===== src/rtl/psd_pkg.sv =====
package psd_pkg;
  // strobes from the sequencing control into the arithmetic path
  typedef struct packed {
    logic stepEn;  // decimated step, advances the pipeline
    logic statEn;  // step on which the statistics may update
    logic loadEn;  // preset the statistics
  } stepCtl_t;
endpackage


===== src/rtl/psd_ctrl.sv =====
module psd_ctrl
  import psd_pkg::*;
#(
  parameter int DECIM = 4
) (
  input  logic     clk,
  input  logic     rstN,
  input  logic     updEn,
  input  logic     loadInit,
  output stepCtl_t ctl
);
  localparam int PH_W = $clog2(DECIM);
  localparam logic [PH_W-1:0] PH_LAST = PH_W'(DECIM - 1);

  logic [PH_W-1:0] phase;

  always_ff @(posedge clk or negedge rstN) begin
    if (!rstN) phase <= '0;
    else if (phase == PH_LAST) phase <= '0;
    else phase <= phase + 1'b1;
  end

  always_comb begin
    ctl.stepEn = (phase == '0);
    ctl.statEn = ctl.stepEn & updEn;
    ctl.loadEn = loadInit;
  end
endmodule


===== src/rtl/psd_datapath.sv =====
module psd_datapath
  import psd_pkg::*;
#(
  parameter int IN_W = 16,
  parameter int N    = 8,
  parameter int L    = 8
) (
  input  logic               clk,
  input  logic               rstN,
  input  stepCtl_t           ctl,
  input  logic [IN_W-1:0]    rxRe,
  input  logic [IN_W-1:0]    rxIm,
  input  logic [L-1:0]       thresh,
  input  logic [2*N+L-1:0]   meanInit,
  input  logic [4*N+L-1:0]   varInit,
  output logic [2*N+L-1:0]   meanOut,
  output logic [4*N+L-1:0]   varOut,
  output logic               pulseFlag
);
  localparam int PW = 2 * N;   // power width
  localparam int MW = PW + L;  // mean width
  localparam int SW = 4 * N;   // squared deviation width
  localparam int VW = SW + L;  // variance width
  localparam logic [L-1:0] MU = '1;

  // stage 1: capture top bits of each rail and square them
  logic [1:0][IN_W-1:0] railIn;
  assign railIn = {rxIm, rxRe};

  for (genvar g = 0; g < 2; g++) begin : gRail
    logic signed [N-1:0]  capReg;
    logic signed [PW-1:0] sqNext;
    logic [PW-1:0]        sqReg;
    assign sqNext = capReg * capReg;
    always_ff @(posedge clk or negedge rstN) begin
      if (!rstN) begin
        capReg <= '0;
        sqReg  <= '0;
      end else if (ctl.stepEn) begin
        capReg <= railIn[g][IN_W-1 -: N];
        sqReg  <= sqNext;
      end
    end
  end

  if (IN_W > N) begin : gDrop
    logic unusedLowBits;
    assign unusedLowBits = ^{rxRe[IN_W-N-1:0], rxIm[IN_W-N-1:0]};
  end

  logic [PW-1:0]        pwrReg, pwrDly;
  logic signed [PW-1:0] devReg, devNext;
  logic signed [SW-1:0] devSqNext;
  logic [SW-1:0]        devSqReg;
  logic [MW-1:0]        meanReg, meanNext;
  logic [VW-1:0]        varReg, varNext;
  logic [MW+L-1:0]      meanProd;
  logic [VW+L-1:0]      varProd;
  logic [VW-1:0]        limit;
  logic                 hit, pulseReg;

  // deviation from the integer part of the mean
  assign devNext   = $signed(pwrDly) - $signed(meanReg[MW-1:L]);
  assign devSqNext = devReg * devReg;

  // weighted updates: new sample weight is one LSB of the fraction
  assign meanProd = {{L{1'b0}}, meanReg} * {{MW{1'b0}}, MU};
  assign meanNext = {{L{1'b0}}, pwrReg} + MW'(meanProd >> L);
  assign varProd  = {{L{1'b0}}, varReg} * {{VW{1'b0}}, MU};
  assign varNext  = {{L{1'b0}}, devSqReg} + VW'(varProd >> L);

  // detection against threshold times integer variance
  assign limit = {{SW{1'b0}}, thresh} * {{L{1'b0}}, varReg[VW-1:L]};
  assign hit   = ({{L{1'b0}}, devSqReg} >= limit);

  always_ff @(posedge clk or negedge rstN) begin
    if (!rstN) begin
      pwrReg   <= '0;
      pwrDly   <= '0;
      devReg   <= '0;
      devSqReg <= '0;
      pulseReg <= 1'b0;
    end else if (ctl.stepEn) begin
      pwrReg   <= gRail[0].sqReg + gRail[1].sqReg;
      pwrDly   <= pwrReg;
      devReg   <= devNext;
      devSqReg <= devSqNext;
      pulseReg <= hit;
    end
  end

  always_ff @(posedge clk or negedge rstN) begin
    if (!rstN) begin
      meanReg <= '0;
      varReg  <= '0;
    end else if (ctl.loadEn) begin
      meanReg <= meanInit;
      varReg  <= varInit;
    end else if (ctl.statEn) begin
      meanReg <= meanNext;
      varReg  <= varNext;
    end
  end

  assign meanOut   = meanReg;
  assign varOut    = varReg;
  assign pulseFlag = pulseReg;
endmodule


===== src/rtl/pulse_stat_detector.sv =====
module pulse_stat_detector
  import psd_pkg::*;
#(
  parameter int IN_W  = 16,
  parameter int N     = 8,
  parameter int L     = 8,
  parameter int DECIM = 4
) (
  input  logic             clk,
  input  logic             rstN,
  input  logic [IN_W-1:0]  rxRe,
  input  logic [IN_W-1:0]  rxIm,
  input  logic [L-1:0]     thresh,
  input  logic [2*N+L-1:0] meanInit,
  input  logic [4*N+L-1:0] varInit,
  input  logic             loadInit,
  input  logic             updEn,
  output logic [2*N+L-1:0] meanOut,
  output logic [4*N+L-1:0] varOut,
  output logic             pulseFlag,
  output logic             sampleEn
);
  stepCtl_t ctl;

  psd_ctrl #(.DECIM(DECIM)) i_ctrl (
    .clk(clk), .rstN(rstN), .updEn(updEn), .loadInit(loadInit), .ctl(ctl)
  );

  psd_datapath #(.IN_W(IN_W), .N(N), .L(L)) i_datapath (
    .clk(clk), .rstN(rstN), .ctl(ctl), .rxRe(rxRe), .rxIm(rxIm),
    .thresh(thresh), .meanInit(meanInit), .varInit(varInit),
    .meanOut(meanOut), .varOut(varOut), .pulseFlag(pulseFlag)
  );

  assign sampleEn = ctl.stepEn;
endmodule


===== config.mk =====
export PLATFORM = sky130hd
export DESIGN_NAME = pulse_stat_detector
export DESIGN_NICKNAME = d
export VERILOG_FILES = /design/src/rtl/psd_pkg.sv /design/src/rtl/psd_ctrl.sv /design/src/rtl/psd_datapath.sv /design/src/rtl/pulse_stat_detector.sv
export SDC_FILE = /design/constraint.sdc
export NUM_CORES = 2
export LEC_CHECK = 0
export BUFFER_PORTS_ARGS = -buffer_cell sky130_fd_sc_hd__buf_2
export CAP_MARGIN = 30
export CORE_MARGIN = 2
export CORE_UTILIZATION = 50
export DETAILED_ROUTE_END_ITERATION = 6
export GPL_ROUTABILITY_DRIVEN = 0
export HOLD_SLACK_MARGIN = 0.1
export PLACE_DENSITY = 0.75
export REMOVE_ABC_BUFFERS = 1
export SLEW_MARGIN = 15
export SYNTH_ARGS = -nofsm -noshare
export SYNTH_HDL_FRONTEND = slang
export SYNTH_HIERARCHICAL = 1
export SYNTH_SLANG_ARGS = --single-unit
export TNS_END_PERCENT = 50

===== constraint.sdc =====
create_clock -name clk -period 9.66 [get_ports clk]
set_clock_uncertainty 0.2 [all_clocks]
set_input_delay 0.966 -clock clk [delete_from_list [all_inputs] [get_ports clk]]
set_output_delay 0.966 -clock clk [all_outputs]
set_load 0.02 [all_outputs]

Word-level counts from Yosys, hierarchy flattened:

Index checks and enable logic that the tools add are counted.

* register bits after elaboration: 195
* input port bits: 108
* output and inout port bits: 66
* logic and storage cells: 33

* add/subtract/negate cells: 5
* multipliers: 6
* order comparisons: 1
* equality and inequality tests: 1
* mux-type cells: 5
* bitwise operators: 1
* reductions and logical operators: 2

Operators by type and width (number)
* 40-bit two-way mux: 2
* 40-bit by 8-bit multiplier with 48-bit output (second input constant): 1
* 24-bit two-way mux: 2
* 32-bit by 40-bit adder with 40-bit output: 1
* 32-bit by 40-bit greater-or-equal comparator with 1-bit output: 1
* 8-bit by 32-bit multiplier with 40-bit output: 1
* 16-bit by 16-bit multiplier with 32-bit output: 1
* 24-bit by 8-bit multiplier with 32-bit output (second input constant): 1
* 8-bit by 8-bit multiplier with 16-bit output: 2
* 16-bit by 24-bit adder with 24-bit output: 1
* 16-bit adder: 1
* 16-bit subtractor: 1
* 2-bit by 1-bit adder with 2-bit output (second input constant): 1
* 2-bit == test (second input constant): 1
* 2-bit logical NOT: 1
* 2-bit two-way mux: 1
* 2-bit nonzero test: 1
* 1-bit AND: 1

Longest topological paths before layout:

* depth in word-level cells: 4
* depth in mapped cells: 34

Hierarchy:

Netlist, hierarchy kept.

By module, submodules not included
* psd_datapath: instances 1, cells an instance 4620, area each 43407.9 sq um
* psd_ctrl: instances 1, cells an instance 9, area each 100.1 sq um

Least setup slack after synthesis:

OpenSTA, ideal clock, no wires.

* path type: reg2reg
* start: register i_datapath.varReg[3] (netlist: i_datapath/varOut[3])
* end: register i_datapath.varReg[35] (netlist: i_datapath/varOut[35])
* data arrival time: 8.132 ns
* data required time: 9.331 ns
* setup slack: 1.198 ns
* stages on the path, launching flop included: 35
* buffers on the path: 0
* period minus slack after synthesis: 8.462 ns
* cell sequence: dfrtp_1 inv_1 fa_1 fa_1 inv_1 fa_1 inv_1 fa_1 inv_1 ha_1 a21oi_1 and3_1 a21oi_2 o31ai_1 a21boi_1 o21a_1 o21a_1 o21a_1 o21a_1 o41a_1 a221oi_1 xnor2_1 ha_1 a21oi_1 o21ai_0 a2111oi_2 o31a_1 nor2_1 a221o_1 a31o_1 a21o_1 o2111a_1 or4_1 a31oi_1 o21ai_1

* word-level cells in the longest chain between the ends: 4

Ends and longest elaborated chain
* from (decl): line psd_datapath.sv:56 `logic [VW-1:0] varReg, varNext;`
* from (signal assigned): line psd_datapath.sv:98 `varReg <= varInit;`
* from (signal assigned): line psd_datapath.sv:101 `varReg <= varNext;`
* 40-bit by 8-bit multiplier with 48-bit output: line psd_datapath.sv:69 `assign varProd = {{L{1'b0}}, varReg} * {{VW{1'b0}}, MU};`
* 32-bit by 40-bit adder with 40-bit output: line psd_datapath.sv:70 `assign varNext = {{L{1'b0}}, devSqReg} + VW'(varProd >> L);`
* 40-bit two-way mux: line psd_datapath.sv:99 `end else if (ctl.statEn) begin`
* 40-bit two-way mux: line psd_datapath.sv:96 `end else if (ctl.loadEn) begin`

No other way between the ends. The select of a mux whose other input is x is not followed.
A chain may end at the register's enable or synchronous reset.

Worst setup path in the final report:

* start: register i_datapath.varReg[6] (netlist: i_datapath/varOut[6])
* end: register i_datapath.varReg[35] (netlist: i_datapath/varOut[35])

Same word-level chain as after synthesis.

==> summary.md <==
| Metric | Value |
|---|---|
| Outcome | `finished clean` |
| Most frequent cell after synthesis | `inv_1` |
| Critical path's largest stage delay | `0.52 ns` |
| CTS tree | `built` |
| Largest net degree at the start of global routing | `74` |
| Die Wd | `299 µm` |
| Final Max Slew Viols | `0` |
| Global routing's busiest layer | `met2` |
| HP Class | `input pin to async pin` |
| Yosys top cell area share | `0.374` |
| Slew HR | `0.413` |
| Fraction of registers with async set/reset | `1.00` |
| Critical-path top delay cell | `fa_1` |
| 1st-pass router iterations | `5` |
| Endpoints failing setup | `0` |
| IO Count | `174` |
| Setup TNS Final | `0 ns` |
| Residual DRC | `0` |
| Number of synthesized register bits | `192` |
| Ys Warns | `6` |
| Vias in the first global route | `34.0k` |
| Layout area overhead | `5.86%` |
| Synth area leaders | `fa_1, ha_1, dfrtp_1, inv_1, and2_1` |
| Max Freq | `109 MHz` |
| Initial Util | `0.503` |
| RSZ-0062 raised after global routing | `no` |
| Tot GR Track Use | `0.235` |
| Yosys cell types | `76` |
| Max-cap violation count | `0` |
| Cts repair resizes | `0` |
| Setup bufs post-CTS | `0` |
| Cell taking the most area after synthesis | `fa_1` |
| Core area | `86500 µm²` |
| Final hold viol count | `0` |
| Post-Syn Area | `43500 µm²` |
| Post-DP HPWL | `80700 µm` |
| Root Buffer | `clkbuf_16` |
| Fillers | `7774` |
| Die footprint | `89400 µm²` |
| Final Cycle Share | `0.948` |
| Routed len/inst | `16.8 µm` |
| Sequential cell area | `4800 µm²` |
| Total Wirelength | `98600 µm` |
| Req. time, crit path | `9.84 ns` |
| IO buf count | `157` |
| Commonest cells post-synth | `inv_1, fa_1, ha_1, nand2_1, and2_1` |
| GR Layer Usage met2 | `0.410` |
| Via density | `5.38` |
| Post-synth EDFFs | `0` |
| Layout cells sized above 1 | `0.0695` |
| Sequential area share after synthesis | `0.110` |
| Clk_lat worst skew | `0.52 ns` |
| Routing usage on met3 | `0.0384` |
| Gr ovfl total | `0` |
| Syn avg cell area | `9.40 µm²` |
| Total CTS buffers | `17` |
| CP top delay family | `compound AO/OA/AOI/OAI gates` |
| Met1 GRT Util | `0.297` |
| Worst Setup Start Kind | `flop` |
| Kind of critical path | `flop to flop` |
| TritonCTS Sinks | `192` |
| Area of the multi-input gates | `34400 µm²` |
| Worst-Margin Slew | `0.866 ns` |
| DR iter-0 viols | `1748` |
| CP arrival | `9.34 ns` |
| Via count | `31.6k` |
| Clock Path Buffers | `2` |
| Synth Flop Type | `dfrtp_1` |
| WP buf/inv | `4` |
| Detail Route Antenna Nets | `0` |
| Vert. Die Dim | `299 µm` |
| H-tree levels | `4` |
| Initial antenna violation count | `6` |
| Post-CTS Hold Buffers | `0` |
| First-pass GRT wire length | `169000 µm` |
| Crit-path max FO | `5` |
| Clock-pin slew on the worst setup and hold paths | `0.09 ns` |
| Floorplan row count | `108` |
| Setup crit end kind | `flop` |
| Post-synthesis cell count | `4629` |
| Layout Nets | `6048` |
| Crit path time final | `9.15 ns` |
[through the flow]
| step | hold slack [ns] | util | cell area, µm² | setup slack [ns] | cells |
|---|---|---|---|---|---|
| after detailed placement | 0.248 | 0.525 | 45400 | 0.587 | 5829 |
| after global routing | 0.250 | 0.533 | 46100 | 0.0301 | 5862 |
| after floorplan | 0.222 | - | 43000 | 1.20 | 4495 |
| after CTS | 0.226 | 0.532 | 46000 | 0.558 | 5861 |
| after global placement | 0.237 | 0.525 | 45400 | 0.732 | 5828 |
| final | 0.212 | 0.533 | 46100 | 0.506 | 5863 |
[registers in the layout (all words and copies together), names as in the netlist]
| signal | count |
|---|---|
| i_datapath/devReg | 16 |
| i_datapath/gRail.sqReg | 30 |
| i_ctrl/phase | 2 |
| i_datapath/meanOut | 24 |
| i_datapath/pwrDly | 16 |
| i_datapath/pwrReg | 16 |
| i_datapath/pulseFlag | 1 |
| i_datapath/varOut | 40 |
| i_datapath/gRail.capReg | 16 |
| i_datapath/devSqReg | 31 |
[logic make-up after synthesis]
kind of cell / after synthesis / synth area share
buffers and inverters: 1148 / 0.0992
flip-flops: 192 / 0.110
multiplexers: 131 / 0.0329
XOR/XNOR: 228 / 0.0459
adder cells (fa/ha/maj): 1246 / 0.499
AND/OR/NAND/NOR: 1006 / 0.114
AO/OA/AOI/OAI: 678 / 0.0991
[cells in the final DEF, fill, tap and decap left out, types with 28 or more instances in the layout]
cell      synthesis  routed
ha_1            433     432
nand2_1         360     360
nand3_1          36      36
nor3_1           59      59
buf_2             1     156
xor2_1           75      75
o21ai_0         126     126
o21bai_1         35      35
fa_1            813     813
xnor2_1         153     153
inv_1          1012    1011
mux2i_1          35      35
nor2_1          156     156
mux2_2           95      95
dfrtp_1         192     192
a21oi_1         203     203
a21o_1          127     127
o21a_1           30      30
nand2b_1         28      28
and2_1          232     231
[final timing paths]
check / slack (ns) / from / cells past startpoint / to
worst max-delay path: 0.51 / i_datapath/varOut[6] / 34 / i_datapath/varOut[35]
worst min-delay path: 0.21 / rstN / 1 / i_ctrl/phase[1]
worst max register to register: 0.51 / i_datapath/varOut[6] / 34 / i_datapath/varOut[35]
worst min register to register: 0.25 / i_ctrl/phase[0] / 1 / i_ctrl/phase[0]
max in group asynchronous: 7.88 / rstN / 2 / i_datapath/meanOut[7]
min in group clk: 0.25 / i_ctrl/phase[0] / 1 / i_ctrl/phase[0]
[layout make-up]
class,count,area share
Inverter,1014,0.0826
Clock buffer,17,0.00924
Multi-Input combinational cell,3289,0.747
Sequential cell,192,0.104
Timing Repair Buffer,180,0.0215
Antenna cell,1,0.0000543
Clock inverter,15,0.00391
Tap cell,1155,0.0314
[layer usage]
layer | up-vias | part of all wire
met5 | - | 0.00061
li1 | 14645 | -
met3 | 179 | 0.049
met4 | 10 | 0.032
met1 | 16075 | 0.41
met2 | 651 | 0.51
Power is left out: the tool's default activity adds up to more than one toggle a clock period on the data nets, which glitch-free logic cannot reach.
